===== config.mk =====
export PLATFORM = sky130hd
export DESIGN_NAME = flash_erase_sequencer
export DESIGN_NICKNAME = d
export VERILOG_FILES = /design/src/rtl/fes_pkg.sv /design/src/rtl/fes_array_model.sv /design/src/rtl/fes_sus_bit.sv /design/src/rtl/fes_fsm.sv /design/src/rtl/flash_erase_sequencer.sv
export SDC_FILE = /design/constraint.sdc
export NUM_CORES = 1
export LEC_CHECK = 0
export BUFFER_PORTS_ARGS = -buffer_cell sky130_fd_sc_hd__buf_4
export CAP_MARGIN = 20
export CORE_MARGIN = 2
export CORE_UTILIZATION = 58
export DETAILED_ROUTE_END_ITERATION = 7
export HOLD_SLACK_MARGIN = 0.02
export PLACE_DENSITY = 0.93
export SLEW_MARGIN = 20
export SYNTH_ARGS = -nofsm -noshare
export SYNTH_HDL_FRONTEND = slang
export SYNTH_SLANG_ARGS = --single-unit

===== constraint.sdc =====
create_clock -name clk -period 4.3 [get_ports clk]
set_input_delay 0.86 -clock clk [delete_from_list [all_inputs] [get_ports clk]]
set_output_delay 0.86 -clock clk [all_outputs]
set_load 0.005 [all_outputs]

===== src/rtl/fes_pkg.sv =====
package fes_pkg;

    typedef enum logic [2:0] {
        S_IDLE       = 3'd0,
        S_ERASE      = 3'd1,
        S_SUSPENDING = 3'd2,
        S_SUSPENDED  = 3'd3,
        S_PROG       = 3'd4,
        S_RESET      = 3'd5
    } fes_state_e;

    localparam int NSTATE = 6;

    function automatic logic [NSTATE-1:0] state_onehot(input fes_state_e s);
        logic [NSTATE-1:0] r;
        r = '0;
        r[s] = 1'b1;
        return r;
    endfunction

endpackage


===== src/rtl/fes_array_model.sv =====
module fes_array_model #(
    parameter int CNT_W = 16
) (
    input  logic             clk,
    input  logic             rst_n,
    input  logic             load,
    input  logic [CNT_W-1:0] load_val,
    input  logic             run,
    output logic             last
);
    logic [CNT_W-1:0] remain;

    always_ff @(posedge clk) begin
        if (!rst_n) begin
            remain <= '0;
        end else if (load) begin
            remain <= (load_val == '0) ? CNT_W'(1) : load_val;
        end else if (run && remain != '0) begin
            remain <= remain - CNT_W'(1);
        end
    end

    assign last = (remain == CNT_W'(1));

    // remaining time is frozen whenever the array is neither loaded nor run
    assert_hold_R6: assert property (@(posedge clk) disable iff (!rst_n)
        (!load && !run) |=> $stable(remain));

endmodule


===== src/rtl/fes_sus_bit.sv =====
module fes_sus_bit (
    input  logic clk,
    input  logic rst_n,
    input  logic erase_phase,
    input  logic in_erase,
    input  logic auto_sus_en,
    input  logic irq_ack_mask,
    input  logic sus_wr_en,
    input  logic sus_wr_val,
    output logic sus_req
);
    always_ff @(posedge clk) begin
        if (!rst_n) begin
            sus_req <= 1'b0;
        end else if (!erase_phase) begin
            sus_req <= 1'b0;
        end else if (auto_sus_en && irq_ack_mask && in_erase) begin
            sus_req <= 1'b1;
        end else if (sus_wr_en) begin
            sus_req <= sus_wr_val;
        end
    end

    // an acknowledge with auto-suspend enabled during erase raises the request
    assert_auto_R2: assert property (@(posedge clk) disable iff (!rst_n)
        (in_erase && auto_sus_en && irq_ack_mask) |=> sus_req);

endmodule


===== src/rtl/fes_fsm.sv =====
module fes_fsm
    import fes_pkg::*;
#(
    parameter int NBLK    = 8,
    parameter int SUS_LAT = 20,
    parameter int RST_CYC = 30,
    localparam int BLK_W  = (NBLK > 1) ? $clog2(NBLK) : 1,
    localparam int TMR_MAX = (SUS_LAT > RST_CYC) ? SUS_LAT : RST_CYC,
    localparam int TMR_W  = $clog2(TMR_MAX + 1)
) (
    input  logic              clk,
    input  logic              rst_n,
    input  logic              cmd_erase,
    input  logic              cmd_prog,
    input  logic [BLK_W-1:0]  cmd_blk,
    input  logic              sus_req,
    input  logic              nmi,
    input  logic              op_last,
    output logic [NSTATE-1:0] state_oh,
    output logic              ld_erase,
    output logic              ld_prog,
    output logic              run,
    output logic              erase_phase,
    output logic              in_erase,
    output logic              done,
    output logic [BLK_W-1:0]  act_blk,
    output logic [NBLK-1:0]   blk_undef
);
    fes_state_e       st, nxt;
    logic [TMR_W-1:0] tmr;
    logic             fin, abort, pause;

    always_comb begin
        nxt      = st;
        ld_erase = 1'b0;
        ld_prog  = 1'b0;
        run      = 1'b0;
        fin      = 1'b0;
        abort    = 1'b0;
        pause    = 1'b0;
        unique case (st)
            S_IDLE: begin
                if (cmd_erase) begin
                    nxt = S_ERASE;
                    ld_erase = 1'b1;
                end else if (cmd_prog) begin
                    nxt = S_PROG;
                    ld_prog = 1'b1;
                end
            end
            S_ERASE: begin
                if (nmi) begin
                    nxt = S_RESET;
                    abort = 1'b1;
                end else if (sus_req) begin
                    nxt = S_SUSPENDING;
                    pause = 1'b1;
                end else begin
                    run = 1'b1;
                    if (op_last) begin
                        nxt = S_IDLE;
                        fin = 1'b1;
                    end
                end
            end
            S_SUSPENDING: begin
                if (nmi) begin
                    nxt = S_RESET;
                    abort = 1'b1;
                end else if (tmr == TMR_W'(1)) begin
                    nxt = S_SUSPENDED;
                end
            end
            S_SUSPENDED: begin
                if (nmi) begin
                    nxt = S_RESET;
                    abort = 1'b1;
                end else if (!sus_req) begin
                    nxt = S_ERASE;
                end
            end
            S_PROG: begin
                if (nmi) begin
                    nxt = S_RESET;
                    abort = 1'b1;
                end else begin
                    run = 1'b1;
                    if (op_last) begin
                        nxt = S_IDLE;
                        fin = 1'b1;
                    end
                end
            end
            S_RESET: begin
                if (tmr == TMR_W'(1)) nxt = S_IDLE;
            end
            default: nxt = S_IDLE;
        endcase
    end

    always_ff @(posedge clk) begin
        if (!rst_n) begin
            st        <= S_IDLE;
            tmr       <= '0;
            done      <= 1'b0;
            act_blk   <= '0;
            blk_undef <= '0;
        end else begin
            st   <= nxt;
            done <= fin;
            if (ld_erase || ld_prog) act_blk <= cmd_blk;
            if (abort) blk_undef[act_blk] <= 1'b1;
            else if (fin && st == S_ERASE) blk_undef[act_blk] <= 1'b0;
            if (abort) tmr <= TMR_W'(RST_CYC);
            else if (pause) tmr <= TMR_W'(SUS_LAT);
            else if (tmr != '0) tmr <= tmr - TMR_W'(1);
        end
    end

    always_comb begin
        state_oh    = state_onehot(st);
        in_erase    = (st == S_ERASE);
        erase_phase = (st == S_ERASE) || (st == S_SUSPENDING) || (st == S_SUSPENDED);
    end

    // exactly one state bit
    assert_onehot_R10: assert property (@(posedge clk) disable iff (!rst_n)
        $countones(state_oh) == 1);
    // abort from any busy state
    assert_abort_R8: assert property (@(posedge clk) disable iff (!rst_n)
        (nmi && (state_oh[1] || state_oh[2] || state_oh[3] || state_oh[4])) |=> state_oh[5]);
    // a pending request pauses the erase
    assert_pause_R4: assert property (@(posedge clk) disable iff (!rst_n)
        (state_oh[1] && sus_req && !nmi) |=> state_oh[2]);
    // clearing the request in SUSPENDED resumes
    assert_resume_R6: assert property (@(posedge clk) disable iff (!rst_n)
        (state_oh[3] && !sus_req && !nmi) |=> state_oh[1]);
    // done only accompanies the first IDLE cycle
    assert_done_R1: assert property (@(posedge clk) disable iff (!rst_n)
        done |-> state_oh[0]);
    // a running program ignores commands and keeps going
    assert_prog_busy_R11: assert property (@(posedge clk) disable iff (!rst_n)
        (state_oh[4] && !nmi && !op_last) |=> state_oh[4]);

endmodule


===== src/rtl/flash_erase_sequencer.sv =====
module flash_erase_sequencer
    import fes_pkg::*;
#(
    parameter int NBLK    = 8,
    parameter int CNT_W   = 16,
    parameter int SUS_LAT = 20,
    parameter int RST_CYC = 30,
    localparam int BLK_W  = (NBLK > 1) ? $clog2(NBLK) : 1
) (
    input  logic              clk,
    input  logic              rst_n,
    input  logic              cmd_erase,
    input  logic              cmd_prog,
    input  logic [BLK_W-1:0]  cmd_blk,
    input  logic [CNT_W-1:0]  erase_cycles,
    input  logic [CNT_W-1:0]  prog_cycles,
    input  logic              auto_sus_en,
    input  logic              sus_wr_en,
    input  logic              sus_wr_val,
    input  logic              irq_ack_mask,
    input  logic              irq_ack_nmi,
    input  logic [BLK_W-1:0]  rd_blk,
    output logic              rd_ok,
    output logic              sus_req,
    output logic [NSTATE-1:0] state_oh,
    output logic              done,
    output logic [NBLK-1:0]   blk_undef
);
    logic             ld_erase, ld_prog, run, op_last, erase_phase, in_erase;
    logic [BLK_W-1:0] act_blk;

    fes_fsm #(.NBLK(NBLK), .SUS_LAT(SUS_LAT), .RST_CYC(RST_CYC)) u_fsm (
        .clk(clk), .rst_n(rst_n),
        .cmd_erase(cmd_erase), .cmd_prog(cmd_prog), .cmd_blk(cmd_blk),
        .sus_req(sus_req), .nmi(irq_ack_nmi), .op_last(op_last),
        .state_oh(state_oh), .ld_erase(ld_erase), .ld_prog(ld_prog), .run(run),
        .erase_phase(erase_phase), .in_erase(in_erase),
        .done(done), .act_blk(act_blk), .blk_undef(blk_undef)
    );

    fes_array_model #(.CNT_W(CNT_W)) u_array (
        .clk(clk), .rst_n(rst_n),
        .load(ld_erase || ld_prog),
        .load_val(ld_erase ? erase_cycles : prog_cycles),
        .run(run), .last(op_last)
    );

    fes_sus_bit u_sus (
        .clk(clk), .rst_n(rst_n),
        .erase_phase(erase_phase), .in_erase(in_erase),
        .auto_sus_en(auto_sus_en), .irq_ack_mask(irq_ack_mask),
        .sus_wr_en(sus_wr_en), .sus_wr_val(sus_wr_val),
        .sus_req(sus_req)
    );

    assign rd_ok = state_oh[0] || (state_oh[3] && (rd_blk != act_blk));

    // the request bit never stands while programming
    assert_prog_nosus_R7: assert property (@(posedge clk) disable iff (!rst_n)
        state_oh[4] |-> !sus_req);
    // no reads while the array is actively busy
    assert_busy_rd_R5: assert property (@(posedge clk) disable iff (!rst_n)
        (state_oh[1] || state_oh[4] || state_oh[5]) |-> !rd_ok);

endmodule


Yosys cells after proc, flatten, opt, wreduce, memory -nomap -nowiden --
Cells that the tools add are included.
Storage, ports and cells: register bits after elaboration 37, input port bits 47
Operators by class: $add $sub $neg 2, $lt $le $gt $ge 4, eq/ne operators 12, mux-type cells 46, bitwise gates (word level) 4, reductions and logical operators 23
Operator list (number):
- $mux W16 | 4
- $mux W3 | 11
- $mux W1 | 21
- $pmux W3 S6 | 1
- $eq A16 B1 Y1 const B | 1
- $logic_not A16 Y1 | 1
- $mux W8 | 2
- $reduce_bool A16 Y1 | 1
- $sub A16 B1 Y16 const B | 1
- $mux W5 | 3
- $and A8 B8 Y8 | 1
- $lt A3 B4 Y1 const B | 2
- $not A8 Y8 | 1
- $or A8 B8 Y8 | 1
- $logic_and A1 B1 Y1 | 7
- $demux W1 S3 | 2
- $eq A3 B2 Y1 const B | 2
- $eq A3 B3 Y1 const B | 2
- $ge A3 B1 Y1 const B | 2
- $ne A3 B3 Y1 const B | 2
- $reduce_bool A2 Y1 | 3
- $eq A5 B1 Y1 const B | 1
- $reduce_bool A5 Y1 | 1
- $sub A5 B1 Y5 const B | 1
- other kinds (13) | 17

Depth between registers and ports, before layout --
Gate-level depths: netlist of the first run.
depth in word-level cells 8, depth in mapped cells 7, gate-level depth less buffers 6

Cells and area by module --
Synthesis of the first run repeated with hierarchy kept, for this count alone.
Second synthesis, totals: cell total of the unflattened synthesis 287, area, all modules 2538.7 µm²
By module, submodules not included:
- fes_fsm | instances 1, cells each 129, area each 1121.1 µm², sequential area each 400.4 µm²
- fes_array_model | instances 1, cells each 128, area each 1079.8 µm², sequential area each 320.3 µm²
- flash_erase_sequencer | instances 1, cells each 25, area each 294.0 µm², sequential area each 0.0 µm²
- fes_sus_bit | instances 1, cells each 5, area each 43.8 µm², sequential area each 20.0 µm²

Least setup slack after synthesis of the first run --
No wires, ideal clock.
path type input to output, start input rd_blk[1], end output rd_ok, arrival time 1.296 ns, required time 3.440 ns, path slack 2.144 ns, stages on the path 3, buffers on the path 0, cell sequence xor2_1 -> o31ai_1 -> nand2_1
On the way: word-level cells in the longest chain between the ends 3
Ends and longest elaborated chain:
- start: declaration | line flash_erase_sequencer.sv:22 | input logic [BLK_W-1:0] rd_blk,
- $ne A3 B3 Y1 | line flash_erase_sequencer.sv:56 | assign rd_ok = state_oh[0] || (state_oh[3] && (rd_blk != act_blk));
- $logic_and A1 B1 Y1 | line flash_erase_sequencer.sv:56
- $logic_or A1 B1 Y1 | line flash_erase_sequencer.sv:56
- end: declaration | line flash_erase_sequencer.sv:23 | output logic rd_ok,
Every way passes these cells.

Final worst setup path of the first run --
start register u_fsm.st[0], end output rd_ok
On the way: word-level cells in the longest chain between the ends 6, elaborated cells on any way between the ends 7, those cells by class 2 x order compare; 2 x mux; 3 x reduce/logical
Ends and longest elaborated chain:
- start: declaration | line fes_fsm.sv:29 | fes_state_e st, nxt;
- start signal: assignment | line fes_fsm.sv:109 | st <= nxt;
- $lt A3 B4 Y1 (implied by the code) or $ge A3 B1 Y1 (tied branches) | line fes_pkg.sv:17 | r[s] = 1'b1;
- $logic_and A1 B1 Y1 (implied by the code) | line fes_pkg.sv:17
- $mux W1 (implied by the code) | line fes_pkg.sv:17
- $demux W1 S3 (*)
- $logic_and A1 B1 Y1 | line flash_erase_sequencer.sv:56
- $logic_or A1 B1 Y1 (*) | line flash_erase_sequencer.sv:56
Every way passes the cells marked *; elsewhere a longest branch is shown, timed or not.

==> summary.md, run 1 <==
| Metric | Value |
|---|---|
| Ports | `64` |
| Max Freq | `0.3824 GHz` |
| Cell Count, Final, Fillers Out | `416` |
| Detailed Route WL | `7445 um` |
| Initial Util | `59.00%` |
| Initial DRC Count | `287` |
| Total number of yosys warnings | `0` |
| RSZ-0062 raised after global routing | `no` |
| Headroom to the max-slew limit | `29.58%` |
| Worst vdd ir | `0.0003751 V` |
| Pin count of the biggest net entering global routing | `33` |
| Crit share post-route | `60.82%` |
| Power per Cell Area | `slightly below 600 nW/um^2` |
| First-pass GRT wire length | `roughly 12000 um` |
| Antenna Cells | `0` |
| Crit Path Class | `flip-flop to primary output` |
| Slew Limit Fails | `0` |
| Post-synth EDFFs | `0` |
| Hold Crit Class | `flip-flop to flip-flop` |
| Post-CTS setup buffers | `0` |
| Die area | `approximately 4900 sq um` |
| Filler instances | `324` |
| Synth Instances | `307` |
| # setup viols final | `0` |
| Initial antenna violation count | `0` |
| Worst-Margin Slew | `1.052 ns` |
| CTS root buf | `clkbuf_8` |
| Vias/cell | `6.844` |
| Overall power | `0.001865 W` |
| Vias in the first global route | `2703` |
| Core area | `~4300 sq um` |
| HPWL Detailed | `5237 um` |
| I/O Buffers | `63` |
| Synth Flop Type | `dfxtp_1` |
| Critical Path Start Type | `flip-flop` |
| Maximum root-to-sink buffer count | `2` |
| Register-to-Register Setup Slack | `1.99 ns` |
| Avg Inst Size Synth | `8.253 sq um` |
| Syn_nets | `359` |
| Crit path required time | `3.44 ns` |
| Pre-Repair DR Iteration Count | `5` |
| CTS tree | `done` |
| Clock H-tree levels | `2` |
| Cell area after synthesis | `2534 sq um` |
| Post-CTS Hold Buffers | `0` |
| CTS clk-pin slew, worst paths | `roughly 0.080 ns` |
| Max-cap violations | `0` |
| DR WL met2 | `3643 um` |
| Hold WS | `0.4737 ns` |
| CP arrival | `1.76 ns` |
| Global route overflow | `0` |
| Share of layout cells above drive strength 1 | `28.57%` |
| Wl on met1 | `2926 um` |
| Final core occ | `73.43%` |
| CP max FO | `15` |
| Most common cell after layout, fill and taps aside | `buf_4` |
| Placed Cells | `between 400 and 500` |
| Final hold viol count | `0` |
| DIE WIDTH | `between 70 and 80 um` |
| Detailed route wirelength on metal3 | `roughly 640 um` |
| Site row count | `24` |
| Fin Clk Skew | `0.01219 ns` |
| Most frequent cells in the layout | `buf_4 (64), dfxtp_1 (37), o21ai_0 (21)` |
| Final nets | `roughly 420` |
| Drt wl/cell | `17.90 um` |
| DIE HEIGHT | `~70 um` |
| Setup TNS | `0 ns` |
| Min Tclk post-route | `2.615 ns` |
| #FFs+latches synth | `37` |
| Resize count post-CTS | `0` |
| Leak pwr | `1.182 nW` |
| Seq/Total Area, Yosys | `a little under 30%` |
| Worst-Skew Late Latency | `about 0.3 ns` |
| Outcome | `finished clean` |
| Area Growth Syn to Fin | `24.44%` |
| Detail Route Antenna Nets | `0` |
| Setup crit end kind | `primary output` |
| Max layer used | `met4` |
| Total GRT Usage | `30.84%` |
| Number of remaining DRC errors | `0` |
| Area occupied by multi-input gates | `1688 sq um` |
| Sequential cell area | `740.7 sq um` |
| Sink Count | `37` |
| Via count | `2847` |
| Gpl congestion | `0.9300` |
| Cts bufs inserted | `5` |
| Ys async rst share | `0%` |
| Number of distinct library cells after synthesis | `59` |
==> cells in the mapped netlist (3+ instances only) <==
library cell,count,area share [%]
nor2_1,15,2.2
nor3b_1,4,1.2
o211ai_1,3,0.89
nand2b_1,3,0.74
a31oi_1,14,3.5
nor4_1,8,2.0
or2_2,3,0.74
nand3_1,8,1.6
nand2_1,17,2.5
nand4_1,6,1.5
mux2i_1,3,1.2
a211oi_1,3,0.89
ha_1,5,2.5
dfxtp_1,37,29
clkbuf_1,12,1.8
xor2_1,3,1.0
o41ai_1,8,2.8
o21ai_0,21,4.1
or3_2,3,0.89
a311oi_1,3,1.0
and3_1,3,0.74
buf_2,3,0.59
o21a_1,4,1.2
nor2b_1,4,0.99
mux2_2,14,6.2
and2_1,3,0.74
a21boi_0,3,0.89
or3_1,8,2.0
nor3_1,9,1.8
or4_1,8,2.4
inv_1,10,1.5
a21oi_1,16,3.2
o31ai_1,9,2.7
==> worst max-delay path: stages (launching register included) <==
cell     delay, ns
dfxtp_1       0.61
inv_1         0.18
nor3_1        0.34
o31ai_1       0.13
nand2_1       0.09
buf_4         0.10
==> path summary, 6_finish.rpt <==
check | endpoint | cells after the start | from
max | rd_ok | 5 | u_fsm.st[0]
min | flip-flop | 2 | flip-flop
max reg2reg | u_array.remain[14] | 4 | u_fsm.st[2]
min reg2reg | flip-flop | 2 | flip-flop
==> metrics by stage <==
stage	area, sq um	setup slack [ns]
2_1_floorplan	2534	2.144
3_5_place_dp	3019	1.620
4_1_cts	3153	1.677
6_report	3153	1.685
5_1_grt	3153	1.535
3_3_place_gp	3019	1.714
==> final cells by class <==
cell class | count | share of cell area, %
tap | 52 | 2.063
multi-input combinational | 243 | 53.53
clock inverter | 3 | 2.063
clock buffer | 5 | 2.183
inverter | 12 | 1.429
timing repair buffer | 64 | 15.24
sequential | 37 | 23.49
==> where the power goes <==
group / leakage, nW / internal, W / switching, W
logic: 0.809 / 0.000399 / 0.000496
clock network: 0.0681 / 0.000231 / 0.000135
registers: 0.305 / 0.000441 / 0.000164
total: 1.18 / 0.00107 / 0.000795
==> metal layers <==
layer	vias up	GRT usage, %
met1	1335	37.18
met2	173	51.75
met4	0	14.74
met3	31	7.071
met5	-	0
li1	1308	-
==> logic make-up (layout without fill, tap and decap cells) <==
kind of cell,count (synthesis),count (layout),synth area share [%]
AO/OA/AOI/OAI,97,97,25.78
AND/OR/NAND/NOR,119,119,29.23
buffers and inverters,27,84,4.148
flip-flops,37,37,29.23
multiplexers,17,17,7.407
XOR/XNOR,5,5,1.729
adder cells (fa/ha/maj),5,5,2.469
(Power assumes the default switching activity.)
==> run 2: changes to the inputs <==
--- a/config.mk
+++ b/config.mk
@@ -8,10 +8,10 @@
 export BUFFER_PORTS_ARGS = -buffer_cell sky130_fd_sc_hd__buf_4
 export CAP_MARGIN = 20
 export CORE_MARGIN = 2
-export CORE_UTILIZATION = 58
+export CORE_UTILIZATION = 48
 export DETAILED_ROUTE_END_ITERATION = 7
 export HOLD_SLACK_MARGIN = 0.02
-export PLACE_DENSITY = 0.93
+export PLACE_DENSITY = 0.83
 export SLEW_MARGIN = 20
 export SYNTH_ARGS = -nofsm -noshare
 export SYNTH_HDL_FRONTEND = slang
==> constraint.sdc (replaced) <==
create_clock -name clk -period 2.3 [get_ports clk]
set_input_delay 0.46 -clock clk [delete_from_list [all_inputs] [get_ports clk]]
set_output_delay 0.46 -clock clk [all_outputs]
set_load 0.005 [all_outputs]
==> run 2 against run 1 <==
Net effect: critical path depth grew 1; critical path type unchanged; highest routed layer unchanged; clock-buffer cell count stayed put; wire length is 2.8% lower; register-to-register slack lost 1.8 ns; non-clock buffer count rose by 8; critical endpoint unchanged; first-iteration DRC count decreased by 34%; power up 90%; core utilization down 9.7 points; die area rose by 20%; sequential power grew 87%; global-route usage shrank 5.5 points; design area increased by 3.2%.
==> summary.md, run 2 (synthesized netlist as in run 1, its figures left out) <==
| Metric | Value |
|---|---|
| Post-CTS Hold Buffers | `0` |
| Register-to-Register Setup Slack | `0.24 ns` |
| Drt wl/cell | `between 15 and 20 um` |
| NetSw | `approximately 0.0015 W` |
| Initial Util | `49.61%` |
| DIE HEIGHT | `76.66 um` |
| Worst vdd ir | `just over 0.0006 V` |
| Hold path depth | `3` |
| Min Tclk post-route | `2.081 ns` |
| Vias in the first global route | `roughly 2600` |
| Detail Route Antenna Nets | `0` |
| Initial antenna violation count | `0` |
| I/O Buffers | `63` |
| Slew Limit Fails | `0` |
| Cts bufs inserted | `5` |
| DIE WIDTH | `76.66 um` |
| # setup viols final | `0` |
| Outcome | `finished clean` |
| Final worst slack | `roughly 0.22 ns` |
| Critical Path Start Type | `flip-flop` |
| Crit-path max cell delay | `roughly 0.44 ns` |
| Ports | `between 60 and 70` |
| Setup TNS | `0 ns` |
| Antenna Cells | `0` |
| First-pass GRT wire length | `approximately 12000 um` |
| Combinational Power Share | `48.6%` |
| Max Freq | `0.4805 GHz` |
| Hold Crit Class | `primary input to flip-flop` |
| Crit Path Class | `flip-flop to primary output` |
| HPWL Detailed | `~5500 um` |
| Final hold viol count | `0` |
| Final nets | `423` |
| Hold path start | `cmd_blk[1]` |
| Leak pwr | `around 1.2 nW` |
| Critical R2R Capture | `u_array.remain[0]` |
| Total GRT Usage | `between 20 and 30%` |
| Worst-Margin Slew | `between 0.7 and 0.8 ns` |
| RSZ-0062 raised after global routing | `no` |
| Clock power share | `around 19%` |
| CP top delay family | `flip-flops` |
| Filler instances | `437` |
| Area Growth Syn to Fin | `28.40%` |
| Top cell by count, worst path | `buf_4` |
| Sink Count | `37` |
| Max-cap violations | `0` |
| Pre-Repair DR Iteration Count | `5` |
| CP arrival | `between 1.5 and 2 ns` |
| Sink of the worst hold path | `u_fsm.act_blk[1]` |
| Detailed Route WL | `7239 um` |
| Headroom to the max-slew limit | `50.60%` |
| Critical Path, Cell by Cell | `buf_4, inv_1, nor3_1, o31ai_1, nand2_1, buf_4` |
| Site row count | `26` |
| Sw Share | `41.62%` |
| R2R Path Start | `u_array.remain[1]` |
| CTS clk-pin slew, worst paths | `0.08 ns` |
| Crit path required time | `1.84 ns` |
| Most frequent cells in the layout | `buf_4 (71), dfxtp_1 (36), o21ai_0 (21)` |
| Sequential power share | `a little under a third` |
| Gpl congestion | `~0.92` |
| Global route overflow | `0` |
| CTS tree | `done` |
| Crit path max-delay cell type | `dfxtp_1` |
| Fin Clk Skew | `around 0.0090 ns` |
| Initial DRC Count | `189` |
| Clock H-tree levels | `2` |
| Via count | `2698` |
| Crit share post-route | `90.48%` |
| Setup crit end kind | `primary output` |
| CTS root buf | `clkbuf_8` |
| Post-CTS setup buffers | `0` |
| Power per Cell Area | `between 1000 and 1500 nW/um^2` |
| Pre-CTS setup slack | `0.2505 ns` |
| Worst-Skew Late Latency | `approximately 0.30 ns` |
| Reg2Reg Depth | `6` |
| Number of remaining DRC errors | `0` |
| Core area | `5107 sq um` |
| Share of layout cells above drive strength 1 | `30.38%` |
| Maximum root-to-sink buffer count | `2` |
| CP max FO | `10` |
| Most common cell after layout, fill and taps aside | `buf_4` |
| Resize count post-CTS | `0` |
| Buf+Inv Stages, Crit Path | `3` |
| Vias/cell | `6.104` |
| P_int | `around 0.0021 W` |
| Die area | `slightly below 6000 sq um` |
| Pin count of the biggest net entering global routing | `23` |
run 2: changes by cell type in the layout (fill, tap and decap cells not counted), sizes merged:
cell / previous run / this run
buf: 64 / 72
clkinv: 2 / 1
inv: 11 / 12
run 2: power by group through the flow:
stage / logic, W / registers, W / clock network [W]
3_5_place_dp: 0.00169 / 0.00113 / 0
2_1_floorplan: 0.00127 / 0.00101 / 0
4_1_cts: 0.00171 / 0.00112 / 0.000697
6_report: 0.00172 / 0.00113 / 0.000688
3_3_place_gp: 0.00164 / 0.00111 / 0
5_1_grt: 0.00191 / 0.00117 / 0.000721
run 2: worst min-delay path: cells and delay by family:
kind                   cells  cell delay [ns]
buffers and inverters      1             0.11
and+or+nand+nor            1             0.05
AOI/OAI and AO/OA          1             0.05
run 2: per-stage QoR:
stage               utilization (%)  instance area [sq um]  power [W]  hold WS, ns  std cells
global route                  63.69                   3253   0.003794       0.4139        442
finish                        63.69                   3253   0.003538       0.4132        442
floorplan                         -                   2534   0.002283       0.4589        307
detailed placement            60.98                   3114   0.002818       0.4616        434
global placement              60.98                   3114   0.002755       0.4613        434
CTS                           63.67                   3252   0.003521       0.4098        442
run 2: worst max-delay path by stage:
| stage | cells after the start | to | from | slack (ns) |
|---|---|---|---|---|
| after floorplan | 7 | u_array.remain[14] | u_array.remain[0] | 0.40 |
| after global placement | 4 | u_array.remain[14] | u_fsm.st[0] | 0.36 |
| after detailed placement | 4 | u_array.remain[9] | u_fsm.st[0] | 0.25 |
| after global routing | 6 | rd_ok | u_fsm.st[1] | 0.04 |
| after CTS | 5 | rd_ok | u_fsm.st[0] | 0.07 |
| final | 6 | rd_ok | u_fsm.st[1] | 0.22 |
run 2: area by class of cell:
class                           instances  area (sq um)  area share [%]
Sequential cell                        37         742.0           22.81
Clock inverter                          3         68.82           2.115
Multi-Input combinational cell        243          1688           51.88
Inverter                               12         45.04           1.385
Clock buffer                            5         68.82           2.115
Tap cell                               70         87.58           2.692
Timing Repair Buffer                   72         553.0           17.00
run 2: layer usage:
layer	wire, um	vias up	track usage [%]	part of all wire (%)
met1	3252	1276	34.43	45
li1	-	1324	-	-
met5	0	-	0	0
met4	76	0	6.182	1.0
met3	380	8	4.353	5.2
met2	3530	90	42.12	49
